## src/rtl/tsi_pkg.sv

```systemverilog
package tsi_pkg;
    localparam int DATA_W = 16;
    localparam int ADDR_W = 7;

    localparam logic [ADDR_W-1:0] RISE_EN_ADDR = 7'h5E;
    localparam logic [ADDR_W-1:0] FALL_EN_ADDR = 7'h60;
    localparam logic [ADDR_W-1:0] STATUS_ADDR  = 7'h62;

    localparam int CONV_DONE_BIT = 11;
    localparam int TOUCH_PX_BIT  = 12;
endpackage

```

## src/rtl/tsi_edge_det.sv

```systemverilog
module tsi_edge_det #(
    parameter int W = tsi_pkg::DATA_W
) (
    input  logic         clk,
    input  logic         rst_n,
    input  logic [W-1:0] evt,
    input  logic [W-1:0] rise_en,
    input  logic [W-1:0] fall_en,
    output logic [W-1:0] hit,
    output logic [W-1:0] prev
);
    typedef struct packed {
        logic [W-1:0] prev;
    } edge_st_t;

    edge_st_t st_d, st_q;

    always_comb begin
        st_d      = st_q;
        st_d.prev = evt;
    end

    always_ff @(posedge clk or negedge rst_n) begin
        if (!rst_n) st_q <= '0;
        else        st_q <= st_d;
    end

    // One detector per line; both polarities are checked independently.
    for (genvar i = 0; i < W; i++) begin : g_line
        logic went_up, went_down;
        assign went_up   =  evt[i] & ~st_q.prev[i];
        assign went_down = ~evt[i] &  st_q.prev[i];
        assign hit[i]    = (rise_en[i] & went_up) | (fall_en[i] & went_down);
    end

    assign prev = st_q.prev;
endmodule

```

## src/rtl/tsi_cfg_regs.sv

```systemverilog
module tsi_cfg_regs #(
    parameter int                DW        = tsi_pkg::DATA_W,
    parameter int                AW        = tsi_pkg::ADDR_W,
    parameter logic [AW-1:0]     RISE_ADDR = tsi_pkg::RISE_EN_ADDR,
    parameter logic [AW-1:0]     FALL_ADDR = tsi_pkg::FALL_EN_ADDR
) (
    input  logic          clk,
    input  logic          rst_n,
    input  logic          wr_en,
    input  logic [AW-1:0] addr,
    input  logic [DW-1:0] wdata,
    output logic [DW-1:0] rise_en,
    output logic [DW-1:0] fall_en
);
    typedef struct packed {
        logic [DW-1:0] rise;
        logic [DW-1:0] fall;
    } cfg_st_t;

    cfg_st_t st_d, st_q;

    always_comb begin
        st_d = st_q;
        if (wr_en && addr == RISE_ADDR) st_d.rise = wdata;
        if (wr_en && addr == FALL_ADDR) st_d.fall = wdata;
    end

    always_ff @(posedge clk or negedge rst_n) begin
        if (!rst_n) st_q <= '0;
        else        st_q <= st_d;
    end

    assign rise_en = st_q.rise;
    assign fall_en = st_q.fall;
endmodule

```

## src/rtl/tsi_status.sv

```systemverilog
module tsi_status #(
    parameter int DW = tsi_pkg::DATA_W
) (
    input  logic          clk,
    input  logic          rst_n,
    input  logic [DW-1:0] hit,
    input  logic          clr_stb,
    input  logic [DW-1:0] clr_mask,
    output logic [DW-1:0] status,
    output logic          irq
);
    typedef struct packed {
        logic [DW-1:0] bits;
    } stat_st_t;

    stat_st_t      st_d, st_q;
    logic [DW-1:0] kill;

    always_comb begin
        st_d = st_q;
        kill = clr_stb ? clr_mask : '0;
        // A fresh hit is OR-ed in after the clear, so it survives it.
        st_d.bits = (st_q.bits & ~kill) | hit;
    end

    always_ff @(posedge clk or negedge rst_n) begin
        if (!rst_n) st_q <= '0;
        else        st_q <= st_d;
    end

    assign status = st_q.bits;
    assign irq    = |st_q.bits;
endmodule

```

## src/rtl/tsi_irq_unit.sv

```systemverilog
module tsi_irq_unit #(
    parameter int                DW        = tsi_pkg::DATA_W,
    parameter int                AW        = tsi_pkg::ADDR_W,
    parameter logic [AW-1:0]     RISE_ADDR = tsi_pkg::RISE_EN_ADDR,
    parameter logic [AW-1:0]     FALL_ADDR = tsi_pkg::FALL_EN_ADDR,
    parameter logic [AW-1:0]     STAT_ADDR = tsi_pkg::STATUS_ADDR
) (
    input  logic          clk,
    input  logic          rst_n,
    input  logic [AW-1:0] addr,
    input  logic          wr_en,
    input  logic [DW-1:0] wdata,
    output logic [DW-1:0] rdata,
    input  logic [DW-1:0] evt,
    output logic          irq
);
    logic [DW-1:0] rise_w, fall_w, hit_w, prev_w, status_w;
    logic          clr_stb;

    assign clr_stb = wr_en && (addr == STAT_ADDR);

    tsi_cfg_regs #(
        .DW(DW), .AW(AW), .RISE_ADDR(RISE_ADDR), .FALL_ADDR(FALL_ADDR)
    ) u_cfg (
        .clk(clk), .rst_n(rst_n), .wr_en(wr_en), .addr(addr), .wdata(wdata),
        .rise_en(rise_w), .fall_en(fall_w)
    );

    tsi_edge_det #(.W(DW)) u_edge (
        .clk(clk), .rst_n(rst_n), .evt(evt), .rise_en(rise_w),
        .fall_en(fall_w), .hit(hit_w), .prev(prev_w)
    );

    tsi_status #(.DW(DW)) u_stat (
        .clk(clk), .rst_n(rst_n), .hit(hit_w), .clr_stb(clr_stb),
        .clr_mask(wdata), .status(status_w), .irq(irq)
    );

    always_comb begin
        unique case (addr)
            RISE_ADDR: rdata = rise_w;
            FALL_ADDR: rdata = fall_w;
            STAT_ADDR: rdata = status_w;
            default:   rdata = '0;
        endcase
    end
endmodule

```

## config.mk

```make
export PLATFORM = sky130hd
export DESIGN_NAME = tsi_irq_unit
export DESIGN_NICKNAME = d
export VERILOG_FILES = /design/src/rtl/tsi_pkg.sv /design/src/rtl/tsi_edge_det.sv /design/src/rtl/tsi_cfg_regs.sv /design/src/rtl/tsi_status.sv /design/src/rtl/tsi_irq_unit.sv
export SDC_FILE = /design/constraint.sdc
export NUM_CORES = 1
export LEC_CHECK = 0
export BUFFER_PORTS_ARGS = -buffer_cell sky130_fd_sc_hd__buf_2
export CAP_MARGIN = 30
export CELL_PAD_IN_SITES_DETAIL_PLACEMENT = 2
export CELL_PAD_IN_SITES_GLOBAL_PLACEMENT = 2
export CORE_MARGIN = 2
export CORE_UTILIZATION = 39
export CTS_CLUSTER_DIAMETER = 60
export DETAILED_ROUTE_END_ITERATION = 8
export PLACE_DENSITY = 0.8
export RECOVER_POWER = 25
export SLEW_MARGIN = 5
export SYNTH_ARGS = -nofsm -noshare
export SYNTH_HDL_FRONTEND = slang
export SYNTH_SLANG_ARGS = --single-unit
```

## constraint.sdc

```tcl
create_clock -name clk -period 2.05 [get_ports clk]
set_clock_uncertainty 0.05 [all_clocks]
set_input_delay 0.205 -clock clk [delete_from_list [all_inputs] [get_ports clk]]
set_output_delay 0.205 -clock clk [all_outputs]
set_load 0.01 [all_outputs]
```

==> Word-level counts from Yosys, hierarchy flattened <==
Index checks and enable logic that the tools add are counted.
{ "classes": {"n_eq_ne": 3, "n_mux": 2, "n_bitwise": 115, "n_reduce_logical": 4} }
{ "op_table": {"columns": ["operator", "n"], "rows": [
  ["1-bit bitwise AND", 64],
  ["16-bit one-hot mux with 3 select lines", 1],
  ["1-bit inverter", 32],
  ["7-bit == test, second input constant", 3],
  ["16-bit bitwise AND", 1],
  ["16-bit 2-to-1 mux", 1],
  ["16-bit inverter", 1],
  ["1-bit bitwise OR", 16],
  ["16-bit bitwise OR", 1],
  ["16-bit OR reduction", 1],
  ["1-bit logical AND", 3]
]} }
{ "totals": {"register_bits": 64, "input_bits": 42, "out_inout_bits": 17, "wordCells": 128} }

==> Depth between registers and ports, before layout <==
{ "depth": {"ltp_word": 6, "mapped_depth": 5, "ltp_nobuf": 3} }

==> By module <==
Synthesis repeated with hierarchy kept, for this count alone.
{ "hier_totals": {"cells_unflattened": 235, "hier_area_um2": 3046.7} }
{ "modules_own_cells": {"columns": ["module", "n_inst", "cells_each", "area_each_um2"], "rows": [
  ["tsi_cfg_regs", 1, 73, 1278.7],
  ["tsi_edge_det", 1, 64, 720.7],
  ["tsi_status", 1, 55, 643.1],
  ["tsi_irq_unit", 1, 43, 404.1]
]} }

==> Worst setup path before layout <==
Ideal clock, no wire load.
{ "synth_path": {"path_type": "input -> output", "startpoint": "input port addr[0]", "endpoint": "output port rdata[11]", "t_arrival_ps": 1223, "required_time_ps": 1795, "path_slack_ps": 572, "path_stages": 5, "path_buffers": 2, "cell_sequence": "and2b_1 and3_1 clkbuf_1 buf_2 o2bb2ai_1"} }
{ "synth_via": {"elab_chain_cells": 2, "elab_cells_between_ends": 4, "cone_classes": "3 x eq/ne; 1 x mux"} }
{ "synth_lines": {"columns": ["element", "line", "source"], "rows": [
  ["start, declared", "tsi_irq_unit.sv:10", "input logic [AW-1:0] addr,"],
  ["7-bit == test", "tsi_irq_unit.sv:40", "unique case (addr)"],
  ["16-bit one-hot mux with 3 select lines (*)", "tsi_irq_unit.sv:40", null],
  ["end, declared", "tsi_irq_unit.sv:13", "output logic [DW-1:0] rdata,"]
]} }
Every way passes the cells marked *; elsewhere a longest branch is shown, timed or not.

==> Final worst setup path <==
{ "layout_path": {"startpoint": "register u_stat.st_q, in the netlist u_stat.status[3]", "endpoint": "output port irq"} }
{ "layout_via": {"elab_chain_cells": 1} }
{ "layout_lines": {"columns": ["element", "line", "source"], "rows": [
  ["start, declared", "tsi_status.sv:16", "stat_st_t st_d, st_q;"],
  ["start signal, assigned", "tsi_status.sv:28", "else st_q <= st_d;"],
  ["16-bit OR reduction", "tsi_status.sv:32", "assign irq = |st_q.bits;"],
  ["end, declared", "tsi_irq_unit.sv:15", "output logic irq"]
]} }
Every way passes these cells.

==> results.sh <==
export IMPL_die_w_um=90.9
export IMPL_dp_cells=386
export IMPL_netlist_instances=230
export IMPL_crit_slowest_cell="nor4_1"
export IMPL_drv_slew=0
export IMPL_die_h_um=90.9
export IMPL_routed_wl_um=8430
export IMPL_drive_above_1_share=0.306
export IMPL_p_per_area_nw_per_um2=738
export IMPL_cpPeakStageDelay_ns=0.49
export IMPL_post_dp_hpwl_um=5400
export IMPL_cts_max_level=3
export IMPL_worst_pin_slew_ns=0.666
export IMPL_ys_seq_area_frac=0.544
export IMPL_start_util=0.404
export IMPL_rows=31
export IMPL_cp_max_fo=4
export IMPL_io_buffers=58
export IMPL_dpl_cell_area_sq_um=3380
export IMPL_synthTopCellsByArea="dfrtp_1 (54%), mux2_2 (12%), mux2i_1 (5.4%)"
export IMPL_postCtsHoldBufs=17
export IMPL_syn2layout_area_growth_pct=26.3
export IMPL_wl_per_cell_um=20.1
export IMPL_routabilityCongestion=0.706
export IMPL_antenna_found_initial=0
export IMPL_vias_per_cell=5.41
export IMPL_cts_root_buf="clkbuf_8"
export IMPL_dr_total_vias=2266
export IMPL_antenna_cells=0
export IMPL_min_path_type="primary input to flip-flop"
export IMPL_yosys_warnings=0
export IMPL_min_period_ns=1.87
export IMPL_ant_nets=0
export IMPL_post_cts_buffers=0
export IMPL_vdd_drop_max_mv=0.294
export IMPL_finish_instance_area_sq_um=3720
export IMPL_netlist_area_sq_um=2940
export IMPL_grt_usage=0.218
export IMPL_path_cells="nor4_1, nand4_1, buf_2"
export IMPL_timing_fmax_mhz=534
export IMPL_final_cells=419
export IMPL_drc=0
export IMPL_drtIter0Drc=64
export IMPL_setup_viol=0
export IMPL_critPathCaptureType="output port"
export IMPL_ctsResizeCount=0
export IMPL_syn_nets=272
export IMPL_finalSetupTns_ns=0
export IMPL_nNetsFinal=357
export IMPL_grt_ovfl_total=0
export IMPL_grt_max_degree=27
export IMPL_coreArea_sq_um=7290
export IMPL_detailedPlace_worstSlack_ns=0.390
export IMPL_yosysUniqueCellTypes=21
export IMPL_ys_seq_elements=64
export IMPL_crit_type="flip-flop to output port"
export IMPL_status="completed"
export IMPL_rsz0062_at_grt="false"
export IMPL_crit_required_ns=1.79
export IMPL_tritoncts="yes"
export IMPL_fin_crit_sh=0.914
export IMPL_timing_final_ws_setup_ns=0.176
export IMPL_start_kind="flip-flop"
export IMPL_first_pass_iters=3
export IMPL_arrival_ns=1.62
export IMPL_grt_pass1_wl_um=13800
export IMPL_clk_path_buf_depth=2
export IMPL_yosys_area_top_type="dfrtp_1"
export IMPL_grt_pass1_vias=2526
export IMPL_die_area_sq_um=8260
export IMPL_synth_top_area_frac=0.544
export IMPL_clkLatencyLatePin_ns=0.35
export IMPL_clk_pin_slew_worst_paths_ns=0.08
export IMPL_max_cap_violations=0
export IMPL_cts_made_buffers=9
export IMPL_clock_sinks=64
export IMPL_hold_violations=0
export IMPL_power_leakage_uw=0.00178
export IMPL_boundaryPins=59
export IMPL_relSlewSlack=0.556
export IMPL_syn_avg_cell_area_sq_um=12.8
==> cells in the mapped netlist <==
cell,count
dfrtp_1,64
mux2_2,32
nand2_1,17
a21o_1,16
inv_1,16
mux2i_1,16
nand3b_1,16
o221ai_1,16
o2bb2ai_1,16
buf_2,5
nor4_1,4
clkbuf_1,2
nand4_1,2
and2b_1,1
and3_1,1
and4_1,1
and4b_2,1
buf_6,1
clkbuf_8,1
nand4b_4,1
nor4b_4,1
==> flip-flops by register name, indices dropped and copies added (netlist names) <==
register	count
u_cfg.fall_en	16
u_cfg.rise_en	16
u_edge.prev	16
u_stat.status	16
==> metrics by stage <==
stage                     utilization  power, uW  hold slack, ns
after global routing            0.510       2860          0.0711
after global placement          0.464       1630          0.0512
after floorplan                     -       1510          -0.141
after CTS                       0.515       2780          0.0564
final                           0.510       2740          0.0699
after detailed placement        0.464       1650          0.0540
==> layer usage <==
layer	vias to the layer above	wire length, um	GRT usage
li1	1029	-	-
met3	8	280	0.0576
met5	-	0	0
met1	1186	3530	0.260
met4	0	65	0.0492
met2	43	4560	0.394
==> kinds of logic (layout without fill, tap and decap cells) <==
logic type,after synthesis,count (layout),synth area share
AO/OA/AOI/OAI,48,48,0.136
buffers and inverters,25,115,0.0400
flip-flops,64,64,0.544
multiplexers,48,48,0.177
AND/OR/NAND/NOR,45,45,0.103
==> where the power goes <==
group          internal, uW  total, uW  switching [uW]  leakage (uW)
Sequential             1330       1390            54.9      0.000762
Combinational           134        256             122      0.000913
Clock                   625       1100             476      0.000103
Total                  2090       2740             652       0.00178
==> cell type report <==
| class | count | area, sq um |
|---|---|---|
| clock buffer | 13 | 159 |
| timing repair buffer | 83 | 509 |
| sequential | 64 | 1600 |
| tap | 99 | 124 |
| fill | 758 | 3570 |
| clock inverter | 3 | 40.0 |
| inverter | 16 | 60.1 |
| multi-input combinational | 141 | 1220 |
==> placed cells by master, fill, tap and decap left out, drive strengths merged, types with 17 or more instances in the layout <==
cell / instances
dfrtp: 64
buf: 48
mux2: 32
clkbuf: 31
nand2: 17
dlygate4sd3: 17
==> final timing paths <==
| path | start | to | slack, ns | cells past startpoint |
|---|---|---|---|---|
| max | u_stat.status[3] | irq | 0.18 | 3 |
| min | wdata[8] | u_cfg.fall_en[8] | 0.07 | 2 |
| max reg2reg | u_stat.status[0] | u_stat.status[0] | 1.06 | 3 |
| min reg2reg | u_cfg.rise_en[13] | u_cfg.rise_en[13] | 0.49 | 1 |
| max in group asynchronous | rst_n | u_edge.prev[7] | 0.51 | 3 |
| min in group asynchronous | rst_n | u_cfg.rise_en[1] | 0.36 | 2 |
==> worst max-delay path: cells and delay by family, from the launching register on <==
| kind | cells | cell delay [ns] |
|---|---|---|
| and+or+nand+nor | 2 | 0.68 |
| DFF | 1 | 0.42 |
| buffers and inverters | 1 | 0.18 |
Power figures use the tool's default switching activity.
